$ cat config.mk
export PLATFORM = sky130hd
export DESIGN_NAME = sdrw_ctrl
export DESIGN_NICKNAME = d
export VERILOG_FILES = /design/src/rtl/sdrw_pkg.sv /design/src/rtl/sdrw_sync.sv /design/src/rtl/sdrw_fsm.sv /design/src/rtl/sdrw_outdec.sv /design/src/rtl/sdrw_irq.sv /design/src/rtl/sdrw_ctrl.sv
export SDC_FILE = /design/constraint.sdc
export NUM_CORES = 1
export LEC_CHECK = 0
export BUFFER_PORTS_ARGS = -buffer_cell sky130_fd_sc_hd__buf_2
export CORE_AREA = 2 2 39 41
export CTS_CLUSTER_DIAMETER = 100
export CTS_CLUSTER_SIZE = 14
export DETAILED_ROUTE_END_ITERATION = 16
export DIE_AREA = 0 0 41 43
export PLACE_DENSITY = 0.58
export SYNTH_ARGS = -nofsm -noshare
export SYNTH_HDL_FRONTEND = slang
export SYNTH_SLANG_ARGS = --single-unit
export TNS_END_PERCENT = 100
$ cat constraint.sdc
create_clock -name clk -period 1.5 [get_ports clk]
set_input_delay 0.3 -clock clk [delete_from_list [all_inputs] [get_ports clk]]
set_output_delay 0.3 -clock clk [all_outputs]
set_load 0.01 [all_outputs]
$ cat src/rtl/sdrw_pkg.sv
package sdrw_pkg;
  typedef enum logic [2:0] {
    ST_IDLE     = 3'd0,
    ST_WAIT     = 3'd1,
    ST_RW_LEAD  = 3'd2,
    ST_RW_HOLD  = 3'd3,
    ST_RW_TAIL  = 3'd4,
    ST_RW_PULSE = 3'd5,
    ST_CK_LEAD  = 3'd6,
    ST_CK_STOP  = 3'd7
  } rw_state_e;
endpackage

$ cat src/rtl/sdrw_sync.sv
module sdrw_sync #(
  parameter int   STAGES  = 2,
  parameter logic RST_VAL = 1'b1
) (
  input  logic clk,
  input  logic rst_n,
  input  logic d_in,
  output logic d_out
);
  logic [STAGES-1:0] chain_q;

  always_ff @(posedge clk or negedge rst_n) begin
    if (!rst_n) chain_q <= {STAGES{RST_VAL}};
    else        chain_q <= {chain_q[STAGES-2:0], d_in};
  end

  assign d_out = chain_q[STAGES-1];
endmodule

$ cat src/rtl/sdrw_fsm.sv
module sdrw_fsm
  import sdrw_pkg::*;
#(
  parameter int LEAD_TICKS   = 2,
  parameter int TAIL_TICKS   = 2,
  parameter int CKGATE_TICKS = 2
) (
  input  logic      clk,
  input  logic      rst_n,
  input  logic      ck_tick,
  input  logic      engaged,
  input  logic      rw_start,
  input  logic      rw_stop,
  input  logic      rw_clkstop,
  input  logic      blk_busy,
  input  logic      blk_done,
  output rw_state_e state_q
);
  localparam int MAX_T = (LEAD_TICKS > TAIL_TICKS)
                         ? ((LEAD_TICKS > CKGATE_TICKS) ? LEAD_TICKS : CKGATE_TICKS)
                         : ((TAIL_TICKS > CKGATE_TICKS) ? TAIL_TICKS : CKGATE_TICKS);
  localparam int CNT_W = (MAX_T > 1) ? $clog2(MAX_T) : 1;
  localparam logic [CNT_W-1:0] LEAD_LD = CNT_W'(LEAD_TICKS - 1);
  localparam logic [CNT_W-1:0] TAIL_LD = CNT_W'(TAIL_TICKS - 1);
  localparam logic [CNT_W-1:0] CKG_LD  = CNT_W'(CKGATE_TICKS - 1);

  rw_state_e        state_d;
  logic [CNT_W-1:0] cnt_q, cnt_d;
  logic             start_ok, rw_sig_go, ck_gate_go, cnt_zero;

  assign start_ok   = rw_start && !rw_stop;
  assign rw_sig_go  = start_ok && !rw_clkstop && !blk_busy;
  assign ck_gate_go = start_ok && rw_clkstop && blk_done;
  assign cnt_zero   = (cnt_q == '0);

  always_comb begin
    state_d = state_q;
    cnt_d   = cnt_q;
    if (!engaged) begin
      state_d = ST_IDLE;
      cnt_d   = '0;
    end else if (ck_tick) begin
      unique case (state_q)
        ST_IDLE: begin
          if (rw_sig_go) begin
            state_d = ST_RW_LEAD;
            cnt_d   = LEAD_LD;
          end else begin
            state_d = ST_WAIT;
          end
        end
        ST_WAIT: begin
          if (rw_sig_go) begin
            state_d = ST_RW_LEAD;
            cnt_d   = LEAD_LD;
          end else if (ck_gate_go) begin
            state_d = ST_CK_LEAD;
            cnt_d   = CKG_LD;
          end
        end
        ST_RW_LEAD: begin
          if (rw_stop) begin
            state_d = ST_RW_TAIL;
            cnt_d   = TAIL_LD;
          end else if (cnt_zero) begin
            state_d = ST_RW_HOLD;
          end else begin
            cnt_d = cnt_q - 1'b1;
          end
        end
        ST_RW_HOLD: begin
          if (rw_stop) begin
            state_d = ST_RW_TAIL;
            cnt_d   = TAIL_LD;
          end
        end
        ST_RW_TAIL: begin
          if (cnt_zero) state_d = ST_RW_PULSE;
          else          cnt_d   = cnt_q - 1'b1;
        end
        ST_RW_PULSE: state_d = ST_WAIT;
        ST_CK_LEAD: begin
          if (cnt_zero) state_d = ST_CK_STOP;
          else          cnt_d   = cnt_q - 1'b1;
        end
        ST_CK_STOP: begin
          if (!start_ok) state_d = ST_WAIT;
        end
        default: state_d = ST_IDLE;
      endcase
    end
  end

  always_ff @(posedge clk or negedge rst_n) begin
    if (!rst_n) begin
      state_q <= ST_IDLE;
      cnt_q   <= '0;
    end else begin
      state_q <= state_d;
      cnt_q   <= cnt_d;
    end
  end
endmodule

$ cat src/rtl/sdrw_outdec.sv
module sdrw_outdec
  import sdrw_pkg::*;
(
  input  rw_state_e state,
  output logic      dat2_out,
  output logic      dat2_oe,
  output logic      ck_en,
  output logic      irq_window
);
  always_comb begin
    dat2_out   = 1'b1;
    dat2_oe    = 1'b0;
    ck_en      = 1'b1;
    irq_window = 1'b0;
    unique case (state)
      ST_RW_HOLD, ST_RW_TAIL: begin
        dat2_out   = 1'b0;
        dat2_oe    = 1'b1;
        irq_window = 1'b1;
      end
      ST_RW_PULSE: begin
        dat2_out = 1'b1;
        dat2_oe  = 1'b1;
      end
      ST_CK_STOP: ck_en = 1'b0;
      default: ;
    endcase
  end
endmodule

$ cat src/rtl/sdrw_irq.sv
module sdrw_irq #(
  parameter int SYNC_STAGES = 2
) (
  input  logic clk,
  input  logic rst_n,
  input  logic dat1_in,
  input  logic window,
  input  logic clr,
  output logic flag_q
);
  logic dat1_s, flag_d;

  sdrw_sync #(.STAGES(SYNC_STAGES), .RST_VAL(1'b1)) u_sync (
    .clk   (clk),
    .rst_n (rst_n),
    .d_in  (dat1_in),
    .d_out (dat1_s)
  );

  always_comb begin
    flag_d = flag_q;
    if (clr)                    flag_d = 1'b0;
    else if (window && !dat1_s) flag_d = 1'b1;
  end

  always_ff @(posedge clk or negedge rst_n) begin
    if (!rst_n) flag_q <= 1'b0;
    else        flag_q <= flag_d;
  end
endmodule

$ cat src/rtl/sdrw_ctrl.sv
module sdrw_ctrl
  import sdrw_pkg::*;
#(
  parameter int LEAD_TICKS   = 2,
  parameter int TAIL_TICKS   = 2,
  parameter int CKGATE_TICKS = 2,
  parameter int SYNC_STAGES  = 2
) (
  input  logic       clk,
  input  logic       rst_n,
  input  logic       ck_tick,
  input  logic       path_en,
  input  logic       sdio_en,
  input  logic       rw_start,
  input  logic       rw_stop,
  input  logic       rw_clkstop,
  input  logic       dir_rx,
  input  logic       blk_busy,
  input  logic       blk_done,
  input  logic       dat1_in,
  input  logic       irq_clr,
  output logic       dat2_out,
  output logic       dat2_oe,
  output logic       ck_en,
  output logic       irq_flag,
  output logic [2:0] state_o
);
  rw_state_e state;
  logic      engaged, irq_window;

  assign engaged = path_en && sdio_en && dir_rx;

  sdrw_fsm #(
    .LEAD_TICKS   (LEAD_TICKS),
    .TAIL_TICKS   (TAIL_TICKS),
    .CKGATE_TICKS (CKGATE_TICKS)
  ) u_fsm (
    .clk        (clk),
    .rst_n      (rst_n),
    .ck_tick    (ck_tick),
    .engaged    (engaged),
    .rw_start   (rw_start),
    .rw_stop    (rw_stop),
    .rw_clkstop (rw_clkstop),
    .blk_busy   (blk_busy),
    .blk_done   (blk_done),
    .state_q    (state)
  );

  sdrw_outdec u_dec (
    .state      (state),
    .dat2_out   (dat2_out),
    .dat2_oe    (dat2_oe),
    .ck_en      (ck_en),
    .irq_window (irq_window)
  );

  sdrw_irq #(.SYNC_STAGES(SYNC_STAGES)) u_irq (
    .clk     (clk),
    .rst_n   (rst_n),
    .dat1_in (dat1_in),
    .window  (irq_window),
    .clr     (irq_clr),
    .flag_q  (irq_flag)
  );

  assign state_o = state;
endmodule

# Word level (Yosys, flattened, before mapping)
# Index checks and enable logic that the tools add are counted.
# totals
reg_bits,7
input_bits,13
out_inout_bits,7
word_cells,67
# classes
n_addsub,1
n_eq_ne,16
mux,27
reduce_logical,19
# op_table
op,n
$mux W3,10
$pmux W3 S8,1
$ne A3 B3 Y1 const B,5
$mux W1,14
$eq A3 B3 Y1 const B,4
$logic_and A1 B1 Y1,8
$ne A4 B4 Y1 const B,2
$reduce_and A7 Y1,1
$eq A3 B2 Y1 const B,2
$ne A6 B5 Y1 const B,1
$pmux W1 S5,1
$reduce_and A5 Y1,1
$logic_not A1 Y1,4
$reduce_or A2 Y1,2
$eq A3 B1 Y1 const B,1
$logic_not A3 Y1,1
$reduce_or A3 Y1,1
$mux W2,1
$ne A2 B2 Y1 const B,1
$reduce_bool A2 Y1,1
$sub A1 B1 Y1 const B,1

# Longest topological paths before layout
# Gate-level depths: netlist of run 1.
# logic_depth
depth_word,9
ltp_mapped,5
mapped_depth_nobuf,4

# Hierarchy
# A second synthesis of run 1 with hierarchy kept.
# unflattened
hier_cells,55
hier_area_um2,524.3
# modules_own_cells
module,n_inst,cells_per_inst,area_per_inst_um2,seq_area_each_um2
sdrw_fsm,1,42,384.1,100.1
sdrw_sync,1,2,52.6,52.6
sdrw_irq,1,4,43.8,25.0
sdrw_outdec,1,6,37.5,0.0
sdrw_ctrl,1,1,6.3,0.0

# Worst setup path before layout of run 1
# OpenSTA, ideal clock, no wires.
# synth_path
path_kind,reg-to-reg
from,register u_fsm.state_q[2]
to,register u_fsm.cnt_q
setup_ns,0.104
arrival_time_ns,1.201
required_ns,1.396
setup_slack_ns,0.196
stages_incl_launch_ff,4
path_buffers,1
period_less_slack_ns,1.304
path_cell_list,dfrtp_1 > buf_2 > or3_1 > a221oi_1
# synth_via
elab_chain_len,5
elab_cells_between_ends,15
classes_between,9 x eq/ne; 3 x mux; 3 x reduce/logical
# synth_lines
item,line_no,text
start: declaration,sdrw_fsm.sv:17,output rw_state_e state_q
start signal: assignment,sdrw_fsm.sv:99,state_q <= state_d;
$eq A3 B3 Y1,sdrw_fsm.sv:43,unique case (state_q)
$reduce_or A2 Y1 (no source line),-,
$pmux W1 S5,sdrw_fsm.sv:43,
$mux W1,sdrw_fsm.sv:42,end else if (ck_tick) begin
$mux W1,sdrw_fsm.sv:39,if (!engaged) begin
end signal: assignment,sdrw_fsm.sv:100,cnt_q <= cnt_d;
end: declaration,sdrw_fsm.sv:28,"logic [CNT_W-1:0] cnt_q, cnt_d;"
# Parallel ways exist; a longest one is shown, timed or not. The select of a mux whose other input is x is not followed.
# A chain may end at the register's enable or synchronous reset.

# Worst setup path in the final report of run 1
# layout_path
from,register u_fsm.state_q[1]
to,output dat2_out
# layout_via
elab_chain_len,3
elab_cells_between_ends,4
classes_between,2 x eq/ne; 1 x mux; 1 x reduce/logical
# layout_lines
item,line_no,text
$eq A3 B2 Y1 or $eq A3 B3 Y1 (tied branches),sdrw_outdec.sv:15,unique case (state)
$reduce_or A2 Y1 (*),sdrw_outdec.sv:15,
$mux W1 (*),sdrw_outdec.sv:15,
end: declaration,sdrw_ctrl.sv:22,"output logic dat2_out,"
# Every way passes the cells marked *; elsewhere a longest branch is shown, timed or not.

==> results_dict.tcl, run 1 <==
set metrics [dict create \
    p_leak_nw 0.344 \
    use_met3 0 \
    total_power_mw 0.434 \
    grt_use_met2 0.228 \
    start_util 0.324 \
    clkSlewWorstSetupHoldPaths_ns 0.06 \
    dieWidth_um 41 \
    status "completed" \
    ys_seq_area_frac 0.397 \
    layout.nets 92 \
    netlist_instances 46 \
    skew_ns 0.00551 \
    max_freq_mhz 679 \
    cts-root-buf "clkbuf_4" \
    ys_ff_latch 7 \
    ant_nets 0 \
    crit_fanout 5 \
    arrival_ns 1.17 \
    wirelength_um 1230 \
    dpl.hpwl_um 807 \
    cp-start-kind "flop" \
    end_kind "output port" \
    die_y_um 43 \
    avgSynthCellArea_um2 9.74 \
    io-pin-count 20 \
    period_minus_slack_ns 1.47 \
    grt_pass1_wl_um 1840 \
    gr-total-overflow 0 \
    max_slew_margin 0.627 \
    syn_area_um2 448 \
    async_flop_share 1.00 \
    gp_congestion 0.838 \
    area_growth_syn_to_layout_pct 59.2 \
    worst_pin_slew_ns 0.552 \
    yosys_warnings 0 \
    required_ns 1.20 \
    diodes 0 \
    core-area_um2 1380 \
    finalHoldViolations 0 \
    viasPerCell 5.27 \
    mostFrequentLayoutCells "buf_2, buf_4" \
    n_fill_cell 128 \
    hp-class "in2reg" \
    core.rowCount 14 \
    synth_edf_count 0 \
    ir_drop_uv 455 \
    period_share 0.981 \
    yosysUniqueCellTypes 29 \
    grt_pass1_vias 459 \
    synth_flop_cell "dfrtp_1" \
    rsz0062_at_grt "yes" \
    port-buffer-count 19 \
    crit_type "reg2out" \
    power_density_nw_per_um2 608 \
    grt_max_degree 12 \
    final_util 0.515 \
    final_max_slew_viol_count 0 \
    htreeDepth 1 \
    first_pass_iters 4 \
    wl_per_cell_um 13.0 \
    setup_viol 0 \
    final_common_cell "buf_2" \
    cts_tree "yes" \
    synthesis.nets 59 \
    drc 0 \
    numCtsBuffers 3 \
    first_iter_violations 18 \
    met1_usage 0.198 \
    antenna_found_initial 0 \
    max-cap-violations 0 \
    final_layout_size_suffix_gt1_frac 0.654 \
    num_vias 495 \
    cts.sinks 7 \
    die-area_um2 1760 \
    top_usage_layer "met2" \
    cts_buffer_depth 2 \
    gr-usage-all-layers 0.154 \
    clk_latency_ns 0.25 \
]
[path summary, 6_finish.rpt]
kind / start / end / slack, ns / depth (start not counted)
min: dat1_in / u_irq.u_sync.chain_q[0]$_DFF_PN1_ / 0.15 / 1
max reg2reg: u_fsm.state_q[0]$_DFFE_PN0P_ / u_fsm.state_q[1]$_DFFE_PN0P_ / 0.07 / 5
min in group asynchronous: rst_n / u_irq.flag_q$_DFFE_PN0P_ / 0.40 / 2
min reg2reg: u_irq.u_sync.chain_q[0]$_DFF_PN1_ / u_irq.u_sync.chain_q[1]$_DFF_PN1_ / 0.35 / 0
max in group asynchronous: rst_n / u_irq.u_sync.chain_q[1]$_DFF_PN1_ / 0.87 / 2
max: u_fsm.state_q[1]$_DFFE_PN0P_ / dat2_out / 0.03 / 3
[flip-flops by register name (all words and copies together), names as in the netlist]
signal / cells
u_fsm.state_q: 3
u_irq.flag_q: 1
u_irq.u_sync.chain_q: 2
u_fsm.cnt_q: 1
[cell type report]
| type | count | area, um^2 | share of cell area |
|---|---|---|---|
| Timing Repair Buffer | 30 | 184 | 0.258 |
| Tap cell | 16 | 20.0 | 0.0281 |
| Clock inverter | 1 | 5.00 | 0.00702 |
| Multi-Input combinational cell | 34 | 289 | 0.405 |
| Inverter | 3 | 11.3 | 0.0158 |
| Clock buffer | 3 | 22.5 | 0.0316 |
| Sequential cell | 7 | 181 | 0.254 |
[timing repair]
action | 4_1_cts | 5_1_grt
endpoints found under the setup margin | 2 | 3
hold buffers | 1 | 0
setup buffers | 3 | 2
resized for setup | 4 | 8
hold endpoints to repair | 5 | 0
pin swaps | 0 | 3
[synthesized netlist by cell type, types with 2 or more instances]
cell / instances / area share
buf_2: 2 / 0.022
a21oi_1: 2 / 0.022
o21ai_0: 4 / 0.045
dfstp_2: 2 / 0.12
nand3_1: 2 / 0.022
o22ai_1: 2 / 0.028
nor2_1: 3 / 0.025
nand2b_1: 2 / 0.028
dfrtp_1: 5 / 0.28
inv_1: 3 / 0.025
[cells by family (layout without fill, tap and decap cells)]
kind of cell           Yosys count  count (layout)  share of synthesized area
AOI/OAI and AO/OA               18              18                      0.293
and+or+nand+nor                 16              16                      0.263
DFF                              7               7                      0.397
buffers and inverters            5              37                     0.0475
[per-stage QoR]
stage	cell area (um^2)	worst slack [ns]	TNS, ns	hold slack (ns)	instances
floorplan	448	0.196	0	0.00441	46
global placement	591	0.0578	0	0.139	84
detailed placement	591	0.0815	0	0.140	84
CTS	662	0.0227	0	0.140	92
global route	713	-0.0350	-0.0350	0.129	94
finish	713	0.0283	0	0.149	94
[critical path, stage by stage, from the launching register on]
cell      delay (ns)
dfrtp_2         0.43
nand2b_4        0.16
o22a_1          0.20
buf_2           0.14
[report_power, final]
| part | leakage, nW | switching (mW) | internal [mW] |
|---|---|---|---|
| clock network | 0.0177 | 0.0693 | 0.0973 |
| logic | 0.241 | 0.0337 | 0.0348 |
| registers | 0.0856 | 0.00279 | 0.196 |
[metal layers]
layer  share of wire  wire length (um)
met5               0                 0
met4           0.029                35
met3           0.029                35
met2            0.53               652
met1            0.41               503
(Power assumes the default switching activity.)
==> run 2: changes to the inputs <==
--- a/config.mk
+++ b/config.mk
@@ -8,2 +8,3 @@
 export BUFFER_PORTS_ARGS = -buffer_cell sky130_fd_sc_hd__buf_2
+export CAP_MARGIN = 20
 export CORE_AREA = 2 2 39 41
--- a/constraint.sdc
+++ b/constraint.sdc
@@ -3,2 +3,2 @@
 set_output_delay 0.3 -clock clk [all_outputs]
-set_load 0.01 [all_outputs]
+set_load 0.05 [all_outputs]
==> results_dict.tcl, run 2 (synthesis results as in run 1) <==
set metrics [dict create \
    start_util 0.324 \
    ant_nets 0 \
    core-area_um2 1380 \
    largest_registers "u_fsm.state_q (3), u_irq.u_sync.chain_q (2)" \
    htreeDepth 1 \
    crit_type "reg2out" \
    drc 0 \
    max-cap-violations 0 \
    setup_viol 1 \
    max_slew_margin 0.784 \
    holdWs_ns 0.150 \
    crit_fanout 5 \
    arrival_ns 1.20 \
    core.rowCount 14 \
    final_layout_size_suffix_gt1_frac 0.595 \
    worst-path-stages 3 \
    slowest_stage "dfrtp_2" \
    die_y_um 43 \
    wl_per_cell_um 11.8 \
    antenna_found_initial 0 \
    layout.nets 88 \
    final_common_cell "buf_2" \
    required_ns 1.20 \
    die-area_um2 1760 \
    p_leak_nw 0.307 \
    wirelength_um 1060 \
    largest_register_ffs 3 \
    endpoint "dat2_out" \
    grt_use_met2 0.209 \
    mostFrequentLayoutCells "buf_2, buf_4" \
    skew_ns 0.00764 \
    worst_pin_slew_ns 0.320 \
    met1_usage 0.203 \
    grt_pass1_wl_um 1790 \
    reg2regPathDepth 3 \
    cts_tree "yes" \
    top_usage_layer "met2" \
    end_kind "output port" \
    final_util 0.498 \
    pre_cts_ws_ns 0.0892 \
    gr-usage-all-layers 0.154 \
    cts.sinks 7 \
    regToRegEndpoint "u_fsm.cnt_q$_DFFE_PN0P_" \
    hp-class "in2reg" \
    n_fill_cell 136 \
    violations "negative setup slack" \
    power_density_nw_per_um2 635 \
    critPathTopFamily "flip-flops" \
    port-buffer-count 19 \
    rsz0062_at_grt "yes" \
    ff2ff_setup_slack_ns 0.10 \
    numCtsBuffers 3 \
    status "complete, but fails checks" \
    gr-total-overflow 0 \
    dpl.hpwl_um 795 \
    period_share 1.00 \
    critPathBufInv 1 \
    clk_latency_ns 0.26 \
    cts_buffer_depth 2 \
    use_met3 0.0628 \
    area_growth_syn_to_layout_pct 53.9 \
    grt_max_degree 8 \
    path_cells "nand2b_4, o22a_4, buf_8" \
    finalWorstSetupSlack_ns -0.000614 \
    critical-path-max-stage-delay_ns 0.43 \
    gp_congestion 0.824 \
    cp-start-kind "flop" \
    viasPerCell 5.34 \
    first_pass_iters 4 \
    max_freq_mhz 666 \
    multi_input_area_um2 282 \
    dieWidth_um 41 \
    seq_area_um2 181 \
    clkSlewWorstSetupHoldPaths_ns 0.06 \
    ir_drop_uv 503 \
    grt_pass1_vias 428 \
    top_register "u_fsm.state_q" \
    final_max_slew_viol_count 0 \
    crit_path_start "u_fsm.state_q[1]$_DFFE_PN0P_" \
    diodes 0 \
    first_iter_violations 6 \
    io-pin-count 20 \
    period_minus_slack_ns 1.50 \
    num_vias 481 \
    r2r_start "u_fsm.state_q[2]$_DFFE_PN0P_" \
    finalHoldViolations 0 \
    cts-root-buf "clkbuf_4" \
]
-- run 2: worst reg2reg max path, delay by kind of cell, from the launching register on --
kind	cells	cell delay (ns)
DFF	1	0.47
and+or+nand+nor	1	0.37
AOI/OAI and AO/OA	1	0.27
buffers and inverters	1	0.19
-- run 2: routing by layer --
| layer | share of wire | vias to the layer above |
|---|---|---|
| met5 | 0 | - |
| met4 | 0 | 0 |
| met3 | 0.073 | 0 |
| met2 | 0.50 | 21 |
| met1 | 0.42 | 226 |
| li1 | - | 234 |
-- run 2: repair_timing --
| item | CTS | global route |
|---|---|---|
| pin swaps | 0 | 1 |
| setup endpoints to repair | 3 | 3 |
| hold endpoints to repair | 5 | 0 |
| buffers inserted | 0 | 1 |
| gates resized for setup | 6 | 2 |
| hold buffers | 1 | 0 |
-- run 2: area by class of cell --
type | count | area share
clock buffers | 4 | 0.0381
multi-input cells | 34 | 0.408
well taps | 16 | 0.0290
repair buffers | 26 | 0.245
inverters | 3 | 0.0163
flip-flops and latches | 7 | 0.263
-- run 2: worst min path at each step --
stage	from	endpoint	slack, ns	cells past startpoint
finish	dat1_in	u_irq.u_sync.chain_q[0]$_DFF_PN1_	0.15	1
global route	dat1_in	u_irq.u_sync.chain_q[0]$_DFF_PN1_	0.14	1
CTS	dat1_in	u_irq.u_sync.chain_q[0]$_DFF_PN1_	0.14	1
floorplan	rst_n	u_fsm.cnt_q$_DFFE_PN0P_	0.004	0
global placement	rst_n	u_fsm.cnt_q$_DFFE_PN0P_	0.13	1
detailed placement	rst_n	u_irq.flag_q$_DFFE_PN0P_	0.14	1
-- run 2: stage by stage --
stage	total power [mW]	cells	setup TNS, ns	instance area, um^2
floorplan	0.231	46	0	479
detailed placement	0.262	84	0	619
finish	0.438	90	-0.000614	689
CTS	0.447	89	-0.0280	674
global route	0.467	90	-0.0366	689
global placement	0.261	84	0	619
-- run 2: power breakdown --
part	switching [mW]	internal, mW	total (mW)
registers	0.00332	0.196	0.199
clock network	0.0728	0.102	0.175
logic	0.0336	0.0302	0.0638
